===== config.mk =====
export PLATFORM = sky130hd
export DESIGN_NAME = serial_byte_pusher
export DESIGN_NICKNAME = d
export VERILOG_FILES = /design/src/rtl/serial_byte_pusher.sv
export SDC_FILE = /design/constraint.sdc
export NUM_CORES = 1
export LEC_CHECK = 0
export ABC_AREA = 1
export ABC_CLOCK_PERIOD_IN_PS = 1890
export BUFFER_PORTS_ARGS = -buffer_cell sky130_fd_sc_hd__buf_2
export CORE_ASPECT_RATIO = 0.9
export CORE_UTILIZATION = 53
export DETAILED_ROUTE_END_ITERATION = 6
export HOLD_SLACK_MARGIN = 0.05
export PLACE_DENSITY_LB_ADDON = 0.08
export SLEW_MARGIN = 20
export SYNTH_ARGS = -nofsm -noshare
export SYNTH_HDL_FRONTEND = slang
export SYNTH_SLANG_ARGS = --single-unit
export TNS_END_PERCENT = 10

===== constraint.sdc =====
create_clock -name clk -period 1.89 [get_ports clk]
set_clock_uncertainty 0.15 [all_clocks]
set_input_delay 0.378 -clock clk [delete_from_list [all_inputs] [get_ports clk]]
set_output_delay 0.378 -clock clk [all_outputs]
set_load 0.03 [all_outputs]

===== src/rtl/serial_byte_pusher.sv =====
module serial_byte_pusher #(
  parameter int AW       = 8,
  parameter int LOW_CYC  = 3,
  parameter int HIGH_CYC = 2
) (
  input  logic          clk,
  input  logic          rst_n,
  input  logic [AW-1:0] wr_ptr,
  input  logic [7:0]    rd_data,
  input  logic          ready_in,
  output logic [AW-1:0] rd_ptr,
  output logic          sdata_out,
  output logic          sdata_oe,
  output logic          sclk,
  output logic          latch_rst,
  output logic          busy
);

  localparam int MAXPH = (LOW_CYC > HIGH_CYC) ? LOW_CYC : HIGH_CYC;
  localparam int CW    = (MAXPH < 2) ? 1 : $clog2(MAXPH);

  typedef enum logic [2:0] {S_IDLE, S_SETUP, S_LOW, S_HIGH, S_LATCH} st_t;

  st_t           state;
  logic [7:0]    shreg;
  logic [2:0]    bitn;
  logic [CW-1:0] tmr;
  logic [AW-1:0] rp;

  wire empty = (rp == wr_ptr);
  wire start = (state == S_IDLE) && !empty && ready_in;

  always_ff @(posedge clk or negedge rst_n) begin
    if (!rst_n) begin
      state <= S_IDLE;
      shreg <= '0;
      bitn  <= '0;
      tmr   <= '0;
      rp    <= '0;
    end else begin
      case (state)
        S_IDLE: if (start) begin
          shreg <= rd_data;
          rp    <= rp + 1'b1;
          bitn  <= '0;
          state <= S_SETUP;
        end
        S_SETUP: begin
          tmr   <= '0;
          state <= S_LOW;
        end
        S_LOW: if (tmr == CW'(LOW_CYC - 1)) begin
          tmr   <= '0;
          state <= S_HIGH;
        end else tmr <= tmr + 1'b1;
        S_HIGH: if (tmr == CW'(HIGH_CYC - 1)) begin
          tmr <= '0;
          if (bitn == 3'd7) state <= S_LATCH;
          else begin
            bitn  <= bitn + 1'b1;
            shreg <= {shreg[6:0], 1'b0};
            state <= S_SETUP;
          end
        end else tmr <= tmr + 1'b1;
        S_LATCH: state <= S_IDLE;
        default: state <= S_IDLE;
      endcase
    end
  end

  assign rd_ptr    = rp;
  assign sdata_oe  = (state == S_SETUP) || (state == S_LOW) || (state == S_HIGH);
  assign sdata_out = sdata_oe & shreg[7];
  assign sclk      = (state != S_LOW);
  assign latch_rst = (state == S_LATCH);
  assign busy      = (state != S_IDLE);

  p_no_start_empty_r2: assert property (@(posedge clk) disable iff (!rst_n)
    (!busy && rd_ptr == wr_ptr) |=> !busy);

  p_gate_ready_r3: assert property (@(posedge clk) disable iff (!rst_n)
    $rose(busy) |-> ($past(ready_in) && $past(rd_ptr != wr_ptr)));

  p_data_hold_r4: assert property (@(posedge clk) disable iff (!rst_n)
    (!sclk && $past(!sclk)) |-> $stable(sdata_out));

  p_clk_idle_r5: assert property (@(posedge clk) disable iff (!rst_n)
    !sdata_oe |-> sclk);

  p_lrst_single_r6: assert property (@(posedge clk) disable iff (!rst_n)
    latch_rst |=> (!latch_rst && !busy));

  p_ptr_step_r7: assert property (@(posedge clk) disable iff (!rst_n)
    (rd_ptr != $past(rd_ptr)) |-> (rd_ptr == AW'($past(rd_ptr) + 1'b1)));

  p_oe_busy_r8: assert property (@(posedge clk) disable iff (!rst_n)
    sdata_oe |-> (busy && !latch_rst));

endmodule


; After elaboration in Yosys (flattened, before gate mapping)
; Index checks and enable logic that the tools add are counted.
[totals]
reg_bits = 24
latch_bits = 0
ram_bits = 0
romBits = 0
input_bits = 19
output_inout_bits = 13
wordCells = 50
memories = 0
[op_classes]
addsub = 3
n_mul = 0
div = 0
order_cmp = 0
n_eq_ne = 13
shift = 0
muxes = 16
bitwise_logic = 1
n_reduce_logical = 12
[ops]
columns = cell, count
row1 = $mux 8, 3
row2 = $mux 3, 7
row3 = $pmux 8 s2, 1
row4 = $pmux 3 s4, 1
row5 = $add 8x1->8 const B, 1
row6 = $eq 8x8->1, 1
row7 = $ne 2x2->1 const B, 4
row8 = $eq 3x2->1 const B, 2
row9 = $eq 3x3->1 const B, 2
row10 = $pmux 2 s3, 1
row11 = $pmux 3 s2, 1
row12 = $reduce_bool 3->1, 2
row13 = $mux 2, 2
row14 = $reduce_and 4->1, 1
row15 = $add 3x1->3 const B, 1
row16 = $eq 3x1->1 const B, 1
row17 = $logic_not 3->1, 1
row18 = $ne 3x2->1 const B, 1
row19 = $reduce_and 3->1, 1
row20 = $add 2x1->2 const B, 1
row21 = $eq 2x1->1 const B, 1
row22 = $eq 2x2->1 const B, 1
row23 = $logic_and 1x1->1, 2
row24 = $logic_or 1x1->1, 2
row25 = other kinds (4), 4

; Logic depth before layout (Yosys ltp)
[logic_depth]
word_depth = 6
mapped_depth = 12
ltp_nobuf = 11

; Least setup slack after synthesis
; No wires, ideal clock.
[synth_path]
kind = flip-flop to output port
from = register state[0]
to = output sdata_out
arrival_ns = 1.570
t_required_ns = 1.362
setup_slack_ns = -0.208
stages_incl_launch_ff = 7
path_buffers = 0
cell_sequence = dfrtp_1 > inv_2 > nand2_2 > inv_1 > nor2_1 > inv_1 > nor2_1
[synth_between]
elab_chain_cells = 4
word_cells_on_any_way = 6
cone_classes = 3 x eq/ne / 1 x bitwise / 2 x reduce/logical
[synth_rtl]
columns = element, line_no
row1 = start: declaration, 24  ; st_t state;
row2 = start signal: assignment, 35  ; state <= S_IDLE;
row3 = start signal: assignment, 46  ; state <= S_SETUP;
row4 = start signal: assignment, 50  ; state <= S_LOW;
row5 = $eq 3x1->1 or $eq 3x2->1 (tied branches), 72  ; assign sdata_oe = (state == S_SETUP) || (state == S_LOW) || (state == S_HIGH);
row6 = $logic_or 1x1->1, 72
row7 = $logic_or 1x1->1 (*), 72
row8 = via sdata_oe, 13  ; output logic sdata_oe,
row9 = $and 1x1->1 (*), 73  ; assign sdata_out = sdata_oe & shreg[7];
row10 = end: declaration, 12  ; output logic sdata_out,
; Mark *: on every way through the listed nets, which the timed path passes. The rest lies on a longest branch.

; Worst setup path after layout
[layout_path]
from = register state[2]
to = output busy
[layout_between]
elab_chain_cells = 1
[layout_rtl]
columns = element, line_no
row1 = $reduce_bool 3->1, 76  ; assign busy = (state != S_IDLE);
row2 = end: declaration, 16  ; output logic busy
; Every way passes these cells.

==> results summary <==
The flow ran to the end, and the final reports show no timing, DRC or antenna violations. The power density relative to cell area is between 1000 and 1500 mW/mm^2. Port buffering added 31 buffers. The register cell area after layout is between 600 and 700 sq um. The post-detailed-route count of antenna-violating nets is 0. The DRC marker count from the first detailed-route iteration is 54. The most numerous cell in the Yosys netlist is sky130_fd_sc_hd__nand2_1. The final-report hold violation count was 0.

The longest clock path from root to sink contains 2 buffers. The worst setup path is captured at an output pin. Derived from the worst setup path, the maximum achievable clock frequency is 0.533 GHz.

The worst path in the final design needs a cycle of between 1.5 and 2 ns, including I/O delays and setup. The cell area after placement came out at ~0.0017 sq mm. The H-tree depth is 1. The number of vias in the routed layout is approximately 1,400. TritonCTS built the clock tree. The share of synthesized area in the top cell type comes to 0.412. At the end of routability-driven placement, the weighted congestion stood at between 0.9 and 1. The detailed placer's ending HPWL came out at 2280 microns. Counting instances in the post-synthesis netlist gives the leading cell types as sky130_fd_sc_hd__nand2_1 (77), sky130_fd_sc_hd__inv_1 (25), sky130_fd_sc_hd__dfrtp_1 (24). The clock buffer count from CTS is 3. The overall power of the completed layout is 2050 uW. The mean routed wirelength per cell is roughly 12 microns. The width of the chip came out at between 50 and 60 microns. The synthesized instance count came out at 201. The distinct cell type count after synthesis came out at 24. The number of warnings issued by yosys came out at 0.

The static leakage power is 0.00101 uW. The clock sink count came out at 24. In the synthesized netlist the async set-or-reset flop fraction comes to 1.00.

The cell type of the slowest stage on the worst timing path is sky130_fd_sc_hd__dfrtp_2. For this run, the register share of the synthesized area comes to 0.412. The number of fill cells in the layout is roughly 220. By area the synthesized netlist is led by sky130_fd_sc_hd__dfrtp_1 (41%), sky130_fd_sc_hd__nand2_1 (20%), sky130_fd_sc_hd__inv_1 (6.4%), sky130_fd_sc_hd__nand4_1 (5.2%), sky130_fd_sc_hd__nor2_1 (3.9%). The fraction of the cycle the final worst path needs came out at 0.992. The cell area after layout is 0.00179 sq mm.

The worst path required time came out at 1.36 ns. The transition time at the pin with the least slew margin came out at 0.547 ns. The type of the tightest min-delay check is in2reg. The worst-case headroom to the max-slew limit came out at 0.636. Setup repair after global routing could not meet its margin everywhere.

The largest stage delay on the critical path is about 0.46 ns. The die is between 50 and 60 microns tall. The max-slew violation total from the final report is 0. The total setup violations reported at the end of the flow came out at 0. The floorplan step defined a core boundary enclosing 0.00253 sq mm. The first-pass GRT wire length is 5750 microns.

In the final layout, the share of cells above drive strength 1 is 0.296. The worst vdd rail ir drop is 0.826 mV. The initial core utilization is 0.575. The signal on the critical path passes through buf_4 > nor2_4 > inv_2 > clkbuf_4. The net count of the mapped netlist came out at roughly 220.

The post-CTS clock slew at the launch and capture registers of the worst setup and hold paths came out at around 0.15 ns. Across every metal layer, demand over resource in global routing totals 0.255. The critical path data arrival time came out at 1.35 ns. Along the worst path, the maximum fanout reaches 4. The antenna cell count is 0. The total negative slack came out at 0 ns.

The detailed-route vias per instance came out at ~5.1. The number of global-route vias before repair came out at 1,329. The buffer type at the clock tree root is sky130_fd_sc_hd__clkbuf_4. The I/O pin count is 32. The synthesis-stage register bit count came out at 24.

The worst setup path is of the reg2out kind. The count of flip-flops with a built-in enable after synthesis came out at 0. After floorplanning, the core was divided into 17 placement rows. The number of cells after detailed placement is 260. The launching element type of the critical path is a register. The leftover overflow at the end of global routing is 0. The largest total area in the synthesized netlist belongs to sky130_fd_sc_hd__dfrtp_1. The initial antenna violation count was 0. The total routed wirelength came out at approximately 3300 microns. Among all flip-flop cells after synthesis, the most frequent one is sky130_fd_sc_hd__dfrtp_1.

The full die area came out at just under 0.003 sq mm. The pin count of the biggest net entering global routing is 25. The mean post-synth cell area came out at 7.25 sq um. The tool flagged a number of max-cap violations equal to 0. The source-to-sink clock delay at the later pin of the worst-skew pair is ~0.34 ns.

In the final layout, the multi-input gates occupy approximately 730 sq um. The mapped netlist covers roughly 0.0015 sq mm. Compared with the post-synthesis result, the final layout area differs by 23.2%.

For this run, design rule violations remaining after detail routing come to 0. The number of cells in the finished layout apart from fillers is 271. After the last flow step, the layout net total stands at approximately 270. Before antenna repair, the detailed router went through 4 iterations.
## area by class of cell
type,count,area share
Tap cell,28,0.0195
Sequential cell,24,0.338
Clock buffer,3,0.0126
Inverter,28,0.0586
Clock inverter,1,0.0167
Multi-Input combinational cell,143,0.407
Timing Repair Buffer,44,0.149
## report_power, final
part	switching [uW]	total (uW)	internal, uW	leakage [uW]
logic	613	957	344	0.000689
clock network	174	389	215	0.0000279
registers	83.0	704	621	0.000296
## through the flow
| step | utilization | setup WS, ns | hold slack [ns] |
|---|---|---|---|
| finish | 0.709 | 0.0143 | 0.207 |
| global route | 0.709 | -0.0419 | 0.241 |
| CTS | 0.691 | 0.00534 | 0.211 |
| detailed placement | 0.653 | 0.150 | 0.241 |
| global placement | 0.653 | 0.195 | 0.238 |
| floorplan | - | 0.0840 | -0.0676 |
## cell usage in the layout (no fill, tap or decap)
cell type / Yosys / routed
sky130_fd_sc_hd__a21oi_1: 3 / 3
sky130_fd_sc_hd__buf_2: 2 / 28
sky130_fd_sc_hd__buf_4: 3 / 13
sky130_fd_sc_hd__buf_6: 1 / 1
sky130_fd_sc_hd__bufinv_16: 0 / 1
sky130_fd_sc_hd__clkbuf_4: 0 / 4
sky130_fd_sc_hd__dfrtp_1: 24 / 20
sky130_fd_sc_hd__dfrtp_2: 0 / 4
sky130_fd_sc_hd__dlygate4sd3_1: 0 / 1
sky130_fd_sc_hd__ha_1: 3 / 3
sky130_fd_sc_hd__inv_1: 25 / 21
sky130_fd_sc_hd__inv_2: 3 / 7
sky130_fd_sc_hd__nand2_1: 77 / 76
sky130_fd_sc_hd__nand2_2: 4 / 4
sky130_fd_sc_hd__nand2_4: 1 / 2
sky130_fd_sc_hd__nand3_1: 9 / 9
sky130_fd_sc_hd__nand3_2: 1 / 1
sky130_fd_sc_hd__nand4_1: 12 / 12
sky130_fd_sc_hd__nor2_1: 15 / 11
sky130_fd_sc_hd__nor2_2: 1 / 4
sky130_fd_sc_hd__nor2_4: 2 / 3
sky130_fd_sc_hd__nor3_1: 1 / 1
sky130_fd_sc_hd__o21ai_0: 2 / 2
sky130_fd_sc_hd__o21ai_1: 1 / 1
sky130_fd_sc_hd__o22ai_1: 1 / 1
sky130_fd_sc_hd__o311ai_0: 1 / 1
sky130_fd_sc_hd__xnor2_1: 4 / 4
sky130_fd_sc_hd__xor2_1: 5 / 5
## layer usage
metal,track usage,part of all wire,vias to the layer above
li1,-,-,715
met1,0.332,0.46,618
met2,0.427,0.47,35
met3,0.0647,0.057,6
met4,0.0610,0.013,0
met5,0,0,-
## cell families (layout without fill, tap and decap cells)
| logic type | after synthesis | count (layout) | synth area share |
|---|---|---|---|
| adders and majority gates | 3 | 3 | 0.0258 |
| xor gates and xnor gates | 9 | 9 | 0.0541 |
| and+or+nand+nor | 123 | 123 | 0.375 |
| AOI/OAI and AO/OA | 8 | 8 | 0.0309 |
| DFF | 24 | 24 | 0.412 |
| buffers and inverters | 34 | 76 | 0.102 |
## registers in the layout, summed over array words and instances, names as in the netlist
signal / count
state: 3
bitn: 3
tmr: 2
shreg: 8
rd_ptr: 8
## what timing repair did
action                                  4_1_cts  5_1_grt
pin swaps                                     3        3
gates resized for setup                       8       10
endpoints found under the hold margin        24        0
endpoints found under the setup margin        2       16
buffers inserted                              2        4
hold buffers                                  1        0
## critical path: cells and delay by family, from the launching register on
| kind | cells | cell delay, ns |
|---|---|---|
| flops | 1 | 0.46 |
| buf+inv | 3 | 0.40 |
| simple gates | 1 | 0.14 |
## worst paths after layout
kind	from	endpoint	slack, ns	cells after the start
hold / removal	rd_data[6]	shreg[6]	0.21	5
hold reg to reg	shreg[0]	shreg[0]	0.34	2
min in group asynchronous	rst_n	state[1]	0.38	2
max in group asynchronous	rst_n	rd_ptr[5]	0.82	2
setup reg to reg	rd_ptr[5]	shreg[3]	0.12	11
setup / recovery	state[2]	busy	0.01	4
Power figures use the tool's default switching activity.
